[src/rtl/flash_erase_pkg.sv]
package flash_erase_pkg;
  typedef enum logic [2:0] {
    ST_IDLE,
    ST_SELECT,
    ST_ERASE,
    ST_VWRITE,
    ST_VREAD
  } fe_state_e;
endpackage

[src/rtl/flash_blk_pick.sv]
module flash_blk_pick #(
  parameter  int NB    = 4,
  localparam int IDX_W = $clog2(NB)
) (
  input  logic [NB-1:0]    req_i,
  output logic [NB-1:0]    oh_o,
  output logic [IDX_W-1:0] idx_o
);
  logic [NB-1:0] below;
  assign below[0] = 1'b0;

  for (genvar i = 0; i < NB; i++) begin : g_pick
    assign oh_o[i] = req_i[i] & ~below[i];
    if (i < NB - 1) begin : g_chain
      assign below[i+1] = below[i] | req_i[i];
    end
  end

  always_comb begin
    idx_o = '0;
    for (int i = NB - 1; i >= 0; i--) begin
      if (req_i[i]) idx_o = IDX_W'(i);
    end
  end
endmodule

[src/rtl/flash_erase_timer.sv]
module flash_erase_timer #(
  parameter int LEN_W      = 20,
  parameter int WDT_CYCLES = 198000
) (
  input  logic             clk_i,
  input  logic             rst_ni,
  input  logic             run_i,
  input  logic [LEN_W-1:0] len_i,
  output logic             len_hit_o,
  output logic             wdt_ovf_o
);
  logic [LEN_W-1:0] cnt_q;

  always_ff @(posedge clk_i or negedge rst_ni) begin
    if (!rst_ni)    cnt_q <= '0;
    else if (run_i) cnt_q <= cnt_q + LEN_W'(1);
    else            cnt_q <= '0;
  end

  // a length of zero behaves as one cycle
  assign len_hit_o = run_i && ((cnt_q + LEN_W'(1)) >= len_i);
  assign wdt_ovf_o = run_i && (cnt_q == LEN_W'(WDT_CYCLES - 1));
endmodule

[src/rtl/flash_erase_seq.sv]
module flash_erase_seq
  import flash_erase_pkg::*;
#(
  parameter  int NUM_BLOCKS  = 4,
  parameter  int BLOCK_WORDS = 8,
  parameter  int LEN_W       = 20,
  parameter  int WDT_CYCLES  = 198000,
  parameter  int MAX_PASSES  = 100,
  localparam int IDX_W       = $clog2(NUM_BLOCKS),
  localparam int WOFF_W      = $clog2(BLOCK_WORDS),
  localparam int ADDR_W      = IDX_W + WOFF_W + 1
) (
  input  logic                  clk_i,
  input  logic                  rst_ni,
  input  logic                  start_i,
  input  logic [NUM_BLOCKS-1:0] blk_mask_i,
  input  logic [LEN_W-1:0]      erase_cycles_i,
  output logic                  busy_o,
  output logic                  done_o,
  output logic                  err_o,
  output logic                  err_wdt_o,
  output logic [IDX_W-1:0]      err_blk_o,
  output logic                  irq_mask_o,
  output logic [NUM_BLOCKS-1:0] fl_blk_sel_o,
  output logic                  fl_erase_o,
  output logic                  fl_wr_o,
  output logic                  fl_rd_o,
  output logic [ADDR_W-1:0]     fl_addr_o,
  output logic [7:0]            fl_wdata_o,
  input  logic [15:0]           fl_rdata_i
);
  localparam int PASS_W = $clog2(MAX_PASSES + 1);

  fe_state_e             state_q;
  logic [NUM_BLOCKS-1:0] pend_q, sel_q, pick_oh;
  logic [IDX_W-1:0]      idx_q, pick_idx, err_blk_q;
  logic [WOFF_W-1:0]     woff_q;
  logic [PASS_W-1:0]     pass_q;
  logic                  done_q, err_q, err_wdt_q, hold_q;
  logic                  len_hit, wdt_ovf, word_ok, last_word;

  flash_blk_pick #(.NB(NUM_BLOCKS)) u_pick (
    .req_i (pend_q),
    .oh_o  (pick_oh),
    .idx_o (pick_idx)
  );

  flash_erase_timer #(.LEN_W(LEN_W), .WDT_CYCLES(WDT_CYCLES)) u_timer (
    .clk_i     (clk_i),
    .rst_ni    (rst_ni),
    .run_i     (state_q == ST_ERASE),
    .len_i     (erase_cycles_i),
    .len_hit_o (len_hit),
    .wdt_ovf_o (wdt_ovf)
  );

  assign word_ok   = (fl_rdata_i == 16'hFFFF);
  assign last_word = (woff_q == WOFF_W'(BLOCK_WORDS - 1));

  always_ff @(posedge clk_i or negedge rst_ni) begin
    if (!rst_ni) begin
      state_q   <= ST_IDLE;
      pend_q    <= '0;
      sel_q     <= '0;
      idx_q     <= '0;
      woff_q    <= '0;
      pass_q    <= '0;
      done_q    <= 1'b0;
      err_q     <= 1'b0;
      err_wdt_q <= 1'b0;
      err_blk_q <= '0;
      hold_q    <= 1'b0;
    end else begin
      done_q <= 1'b0;
      hold_q <= (state_q != ST_IDLE);
      case (state_q)
        ST_IDLE: begin
          if (start_i) begin
            err_q     <= 1'b0;
            err_wdt_q <= 1'b0;
            err_blk_q <= '0;
            if (|blk_mask_i) begin
              pend_q  <= blk_mask_i;
              state_q <= ST_SELECT;
            end else begin
              done_q <= 1'b1;
            end
          end
        end
        ST_SELECT: begin
          sel_q   <= pick_oh;
          idx_q   <= pick_idx;
          pend_q  <= pend_q & ~pick_oh;
          pass_q  <= '0;
          woff_q  <= '0;
          state_q <= ST_ERASE;
        end
        ST_ERASE: begin
          if (len_hit) begin
            woff_q  <= '0;
            state_q <= ST_VWRITE;
          end else if (wdt_ovf) begin
            state_q   <= ST_IDLE;
            err_q     <= 1'b1;
            err_wdt_q <= 1'b1;
            err_blk_q <= idx_q;
            sel_q     <= '0;
            pend_q    <= '0;
          end
        end
        ST_VWRITE: state_q <= ST_VREAD;
        ST_VREAD: begin
          if (word_ok) begin
            if (!last_word) begin
              woff_q  <= woff_q + WOFF_W'(1);
              state_q <= ST_VWRITE;
            end else if (|pend_q) begin
              state_q <= ST_SELECT;
            end else begin
              state_q <= ST_IDLE;
              done_q  <= 1'b1;
              sel_q   <= '0;
            end
          end else if (pass_q == PASS_W'(MAX_PASSES - 1)) begin
            state_q   <= ST_IDLE;
            err_q     <= 1'b1;
            err_wdt_q <= 1'b0;
            err_blk_q <= idx_q;
            sel_q     <= '0;
            pend_q    <= '0;
          end else begin
            pass_q  <= pass_q + PASS_W'(1);
            state_q <= ST_ERASE;
          end
        end
        default: state_q <= ST_IDLE;
      endcase
    end
  end

  assign busy_o       = (state_q != ST_IDLE);
  assign irq_mask_o   = busy_o | hold_q;
  assign done_o       = done_q;
  assign err_o        = err_q;
  assign err_wdt_o    = err_wdt_q;
  assign err_blk_o    = err_blk_q;
  assign fl_blk_sel_o = sel_q;
  assign fl_erase_o   = (state_q == ST_ERASE);
  assign fl_wr_o      = (state_q == ST_VWRITE);
  assign fl_rd_o      = (state_q == ST_VREAD);
  assign fl_addr_o    = {idx_q, woff_q, 1'b0};
  assign fl_wdata_o   = 8'hFF;
endmodule

[config.mk]
export PLATFORM = sky130hd
export DESIGN_NAME = flash_erase_seq
export DESIGN_NICKNAME = d
export VERILOG_FILES = /design/src/rtl/flash_erase_pkg.sv /design/src/rtl/flash_blk_pick.sv /design/src/rtl/flash_erase_timer.sv /design/src/rtl/flash_erase_seq.sv
export SDC_FILE = /design/constraint.sdc
export NUM_CORES = 1
export LEC_CHECK = 0
export BUFFER_PORTS_ARGS = -buffer_cell sky130_fd_sc_hd__buf_2
export CAP_MARGIN = 10
export CORE_MARGIN = 1.5
export CORE_UTILIZATION = 30
export DETAILED_ROUTE_END_ITERATION = 10
export SYNTH_ARGS = -nofsm -noshare
export SYNTH_HDL_FRONTEND = slang
export SYNTH_HIERARCHICAL = 1
export SYNTH_SLANG_ARGS = --single-unit
[constraint.sdc]
create_clock -name clk_i -period 6.2 [get_ports clk_i]
set_input_delay 0.62 -clock clk_i [delete_from_list [all_inputs] [get_ports clk_i]]
set_output_delay 0.62 -clock clk_i [all_outputs]
set_load 0.02 [all_outputs]
Yosys cells after proc, flatten, opt, wreduce, memory -nomap -nowiden
Index checks and enable logic that the tools add are counted.
- register bits after elaboration: 49
- bits in latches: 0
- memory bits (writable): 0
- memory bits (read-only): 0
- bits of input ports: 43
- logic and storage cells: 118
- memories kept: 0
- add/sub/neg operators: 3
- multipliers: 0
- div/mod/pow operators: 0
- magnitude comparators: 1
- eq/ne operators: 22
- shift operators: 0
- multiplexer cells: 53
- bitwise gates (word level): 11
- reductions and logical operators: 16
- operator list (cell ; count):
    4-bit two-way mux ; 9
    3-bit two-way mux ; 8
    2-bit two-way mux ; 11
    20-bit by 1-bit adder with 20-bit output, second input constant ; 1
    20-bit by 18-bit equality test with 1-bit output, second input constant ; 1
    20-bit greater-or-equal comparator ; 1
    20-bit two-way mux ; 1
    16-bit equality test, second input constant ; 1
    2-bit != test, second input constant ; 8
    4-bit one-hot mux with 4 select lines ; 1
    3-bit one-hot mux with 5 select lines ; 1
    7-bit two-way mux ; 2
    7-bit one-hot mux with 2 select lines ; 1
    1-bit two-way mux ; 13
    4-bit one-hot mux with 3 select lines ; 1
    6-bit AND reduction ; 2
    3-bit one-hot mux with 3 select lines ; 1
    3-bit nonzero test ; 3
    4-bit OR reduction ; 2
    7-bit by 1-bit adder with 7-bit output, second input constant ; 1
    7-bit equality test, second input constant ; 1
    7-bit AND reduction ; 1
    3-bit by 2-bit equality test with 1-bit output, second input constant ; 2
    3-bit equality test, second input constant ; 2
    other kinds (20) ; 31

Logic depth before layout (Yosys ltp)
- word-level depth: 7
- mapped depth: 16

Hierarchy
The synthesis kept the hierarchy.
- by module, submodules not included (module ; times used ; cells each ; area each (sq um)):
    flash_erase_seq ; 1 ; 166 ; 1617.8
    flash_erase_timer ; 1 ; 166 ; 1525.2
    flash_blk_pick ; 1 ; 9 ; 68.8

Worst setup path after synthesis
OpenSTA, ideal clock, no wires.
- kind: register to register
- from: register u_timer.cnt_q[2]
- to: register sel_q[0], in the netlist fl_blk_sel_o[0]
- arrival: 3.210 ns
- data required time: 6.082 ns
- slack: 2.872 ns
- stages on the path, launching flop included: 17
- clock period less this slack: 3.328 ns
- cell sequence: dfrtp_1 and3_4 and4_1 buf_4 nand3_1 xnor2_1 ha_1 and3_1 a221o_1 a221oi_1 o21ai_0 o21a_1 nor2b_1 nand2_1 o211ai_1 nand3_2 a21o_1
- word-level cells in the longest chain between the ends: 5
- elaborated cells between the ends (all ways): 8
- those cells by class: add/sub (1); order compare (1); eq/ne (3); reduce/logical (3)
- ends and longest elaborated chain (item ; RTL line ; text):
    start, declared ; flash_erase_timer.sv:12 ; logic [LEN_W-1:0] cnt_q;
    start signal, assigned ; flash_erase_timer.sv:16 ; else if (run_i) cnt_q <= cnt_q + LEN_W'(1);
    20-bit by 1-bit adder with 20-bit output ; flash_erase_timer.sv:21 ; assign len_hit_o = run_i && ((cnt_q + LEN_W'(1)) >= len_i);
    20-bit greater-or-equal comparator ; flash_erase_timer.sv:21 ;
    1-bit logical AND ; flash_erase_timer.sv:21 ;
    net len_hit ; flash_erase_seq.sv:40 ; logic len_hit, wdt_ovf, word_ok, last_word;
    2-bit != test (no line) ; n/a ;
    6-bit AND reduction (no line) ; n/a ;
    end signal, assigned ; flash_erase_seq.sv:91 ; sel_q <= pick_oh;
    end, declared ; flash_erase_seq.sv:35 ; logic [NUM_BLOCKS-1:0] pend_q, sel_q, pick_oh;
The timed path passes the listed nets, and every way through them passes these cells.
A chain may end at the register's enable or synchronous reset.

Final worst setup path
- from: register u_timer.cnt_q[2]
- to: register sel_q[2], in the netlist fl_blk_sel_o[2]
The elaborated chain is that of the path after synthesis.

==> results.cfg <==
[synthesis]
synth_ff_type = dfrtp_1
synth_edf_count = 0
ys_seq_area_frac = 0.382
ys_types = 52
mappedNetlistArea_um2 = 3210
synthesis.instances = 341
async_reset_ff_frac = 1.00
avgSynthCellArea_um2 = 9.42
synth_area_leader_cell = dfrtp_1
yosysMostFrequentCell = dfrtp_1
synth_top_cell_area_share = 0.382
ys_seq_elements = 49
yosysWarningCount = 6
synth_area_leaders = dfrtp_1, ha_1, and2_1, xnor2_1, nand2_1
synthTopCellsByCount = dfrtp_1, nand2_1, and2_1

[timing]
fmax_mhz = 262
setup_viol = 0
tightestPinTransition_ns = 0.672
final.period_utilization = 0.616
tns_ns = 0
fin_hold_ws_ns = 0.399
rsz0062_at_grt = no
fin_skew_ns = 0.0107
final-max-slew-violation-count = 0
finalHoldViolCount = 0
finalWorstSetupSlack_ns = 2.38
min_period_ns = 3.82
relSlewSlack = 0.549

[critical_path]
crit_path_end_kind = flop
crit_type = reg -> reg
cp-start-kind = flop
cp_cell_sequence = and3_4, and4_1, nand3_1, xnor2_1, ha_1, and3_1, a221o_1, a221oi_1, o21ai_0, o21a_1, nor2b_1, nand2_1, o211ai_1, nand3_2, a21o_1
cp_data_required_time_ns = 6.40
cpPeakStageDelay_ns = 0.41
crit_family = compound AO/OA/AOI/OAI gates
cp_max_fo = 7
path_buf_inv = 0
slowest_stage = dfrtp_1
worstPathArrival_ns = 4.02

[clock_tree]
cts_buffer_depth = 2
cts_resized = 0
htree_levels = 2
insertion_delay_ns = 0.31
cts_tree = done
clock-sinks = 49
path_clk_slew_ns = 0.09
cts_setup_buffers = 0
postCtsHoldBufs = 0
root_buffer = clkbuf_8
numCtsBuffers = 5

[die]
initial_core_util = 0.310
die_area_um2 = 11300
ios = 71
die_w_um = 106
fp-row-count = 37
core-area_um2 = 10400
die_h_um = 106

[global_routing]
grtUsageTotal = 0.129
antenna_found_initial = 0
grt_pass1_wl_um = 11900
grt_max_degree = 50
grt-ovfl-total = 0
grt_pass1_vias = 2436

[final_layout]
syn_to_final_growth_pct = 16.6
multi_input_area_um2 = 1820
fill_cells = 1088
nets = 469
layout-drive-gt1-share = 0.221
final_core_util = 0.361
n_antenna_cell = 0
instances_no_fill = 539
final_area_um2 = 3740
regArea_um2 = 1230

[detailed_routing]
firstDrtPassIters = 4
drc = 0
drt-met1-wl_um = 3590
routed_wl_um = 7110
postRouteAntennaNets = 0
drt-initial-drc-count = 146
routed_via_density = 4.75
dr_wl_met3_um = 294
dr_total_vias = 2559
top_layer = met4
met2_length_um = 3140
wire_per_inst_um = 13.2

[place]
placed_cell_area_um2 = 3630
dp_slack_ns = 2.45
dp_hpwl_um = 5540
gp_congestion = 0.806
io_buffers = 61
dpl.cell_count = 531

[pwr]
p_switching_mw = 0.439
internal_power_mw = 0.686
powerDensity_nw_per_um2 = 300
cellLeakagePower_nw = 1.93
share_seq_of_total_power = 0.393
switching_share = 0.390
p_total_mw = 1.12
clkPwrFrac = 0.213
share_comb_of_total_power = 0.394
ir_worst_vdd_mv = 0.132

[min_path]
hold_class = in -> async

[status]
status = finished clean

[job]
maxCapViolCount = 0
==> per-layer routing <==
layer,vias to the layer above,track usage
met1,1197,0.190
met4,0,0.0352
li1,1298,-
met2,57,0.197
met5,-,0
met3,7,0.0190
==> cells by family (layout without fill, tap and decap cells) <==
logic type / count (synthesis) / in the layout / synth area share
adder cells (fa/ha/maj): 24 / 24 / 0.0935
XOR/XNOR: 21 / 21 / 0.0573
AO/OA/AOI/OAI: 50 / 50 / 0.111
flip-flops: 49 / 49 / 0.382
AND/OR/NAND/NOR: 156 / 156 / 0.295
other: 2 / 9 / 0.00234
buffers and inverters: 39 / 94 / 0.0596
==> sequential cells by signal (all words and copies together), names as in the netlist <==
register and cells:
done_o 1, err_blk_o 2, err_o 1, err_wdt_o 1, fl_blk_sel_o 4, hold_q 1
idx_q 2, pass_q 7, pend_q 4, state_q 3, u_timer/cnt_q 20, woff_q 3
==> cells in the final DEF, fill, tap and decap left out, types with 5 or more instances in the layout <==
master    instances
conb_1            9
ha_1             24
dfrtp_1          49
clkbuf_8          6
nand3_1          20
a21o_1            8
buf_2            61
o21ai_0           8
nor2_1           15
nand4_1          11
inv_1            20
xor2_1            5
and2_1           27
a21oi_1          13
xnor2_1          16
nand2_1          30
nand2b_1          7
and3_1            7
o21ai_1           5
==> power groups by stage <==
stage	logic (mW)	clock network, mW	registers (mW)
finish	0.443	0.239	0.442
global route	0.493	0.260	0.452
CTS	0.448	0.246	0.442
detailed placement	0.446	0	0.447
global placement	0.437	0	0.448
floorplan	0.301	0	0.457
==> worst paths after layout <==
kind / startpoint / to / slack, ns / depth (start not counted)
min in group clk_i: err_o / err_o / 0.48 / 1
worst max-delay path: u_timer/cnt_q[2] / fl_blk_sel_o[2] / 2.38 / 15
worst min-delay path: rst_ni / pass_q[2] / 0.40 / 2
worst min register to register: err_o / err_o / 0.48 / 1
worst max register to register: u_timer/cnt_q[2] / fl_blk_sel_o[2] / 2.38 / 15
max in group asynchronous: rst_ni / pend_q[3] / 5.37 / 2
==> worst register-to-register path, stage by stage (launching register included) <==
cell and delay (ns):
dfrtp_1 0.41, and3_4 0.21, and4_1 0.36, nand3_1 0.14
xnor2_1 0.21, ha_1 0.28, and3_1 0.16, a221o_1 0.34
a221oi_1 0.30, o21ai_0 0.14, o21a_1 0.22, nor2b_1 0.17
nand2_1 0.07, o211ai_1 0.34, nand3_2 0.17, a21o_1 0.20
==> cell type report <==
type / count / share of cell area
clock buffer: 7 / 0.0231
multi-input combinational: 260 / 0.486
tap: 136 / 0.0455
sequential: 49 / 0.328
inverter: 22 / 0.0221
clock inverter: 1 / 0.00802
timing repair buffer: 64 / 0.0876
Note: power is estimated with default switching activity, not from simulation.
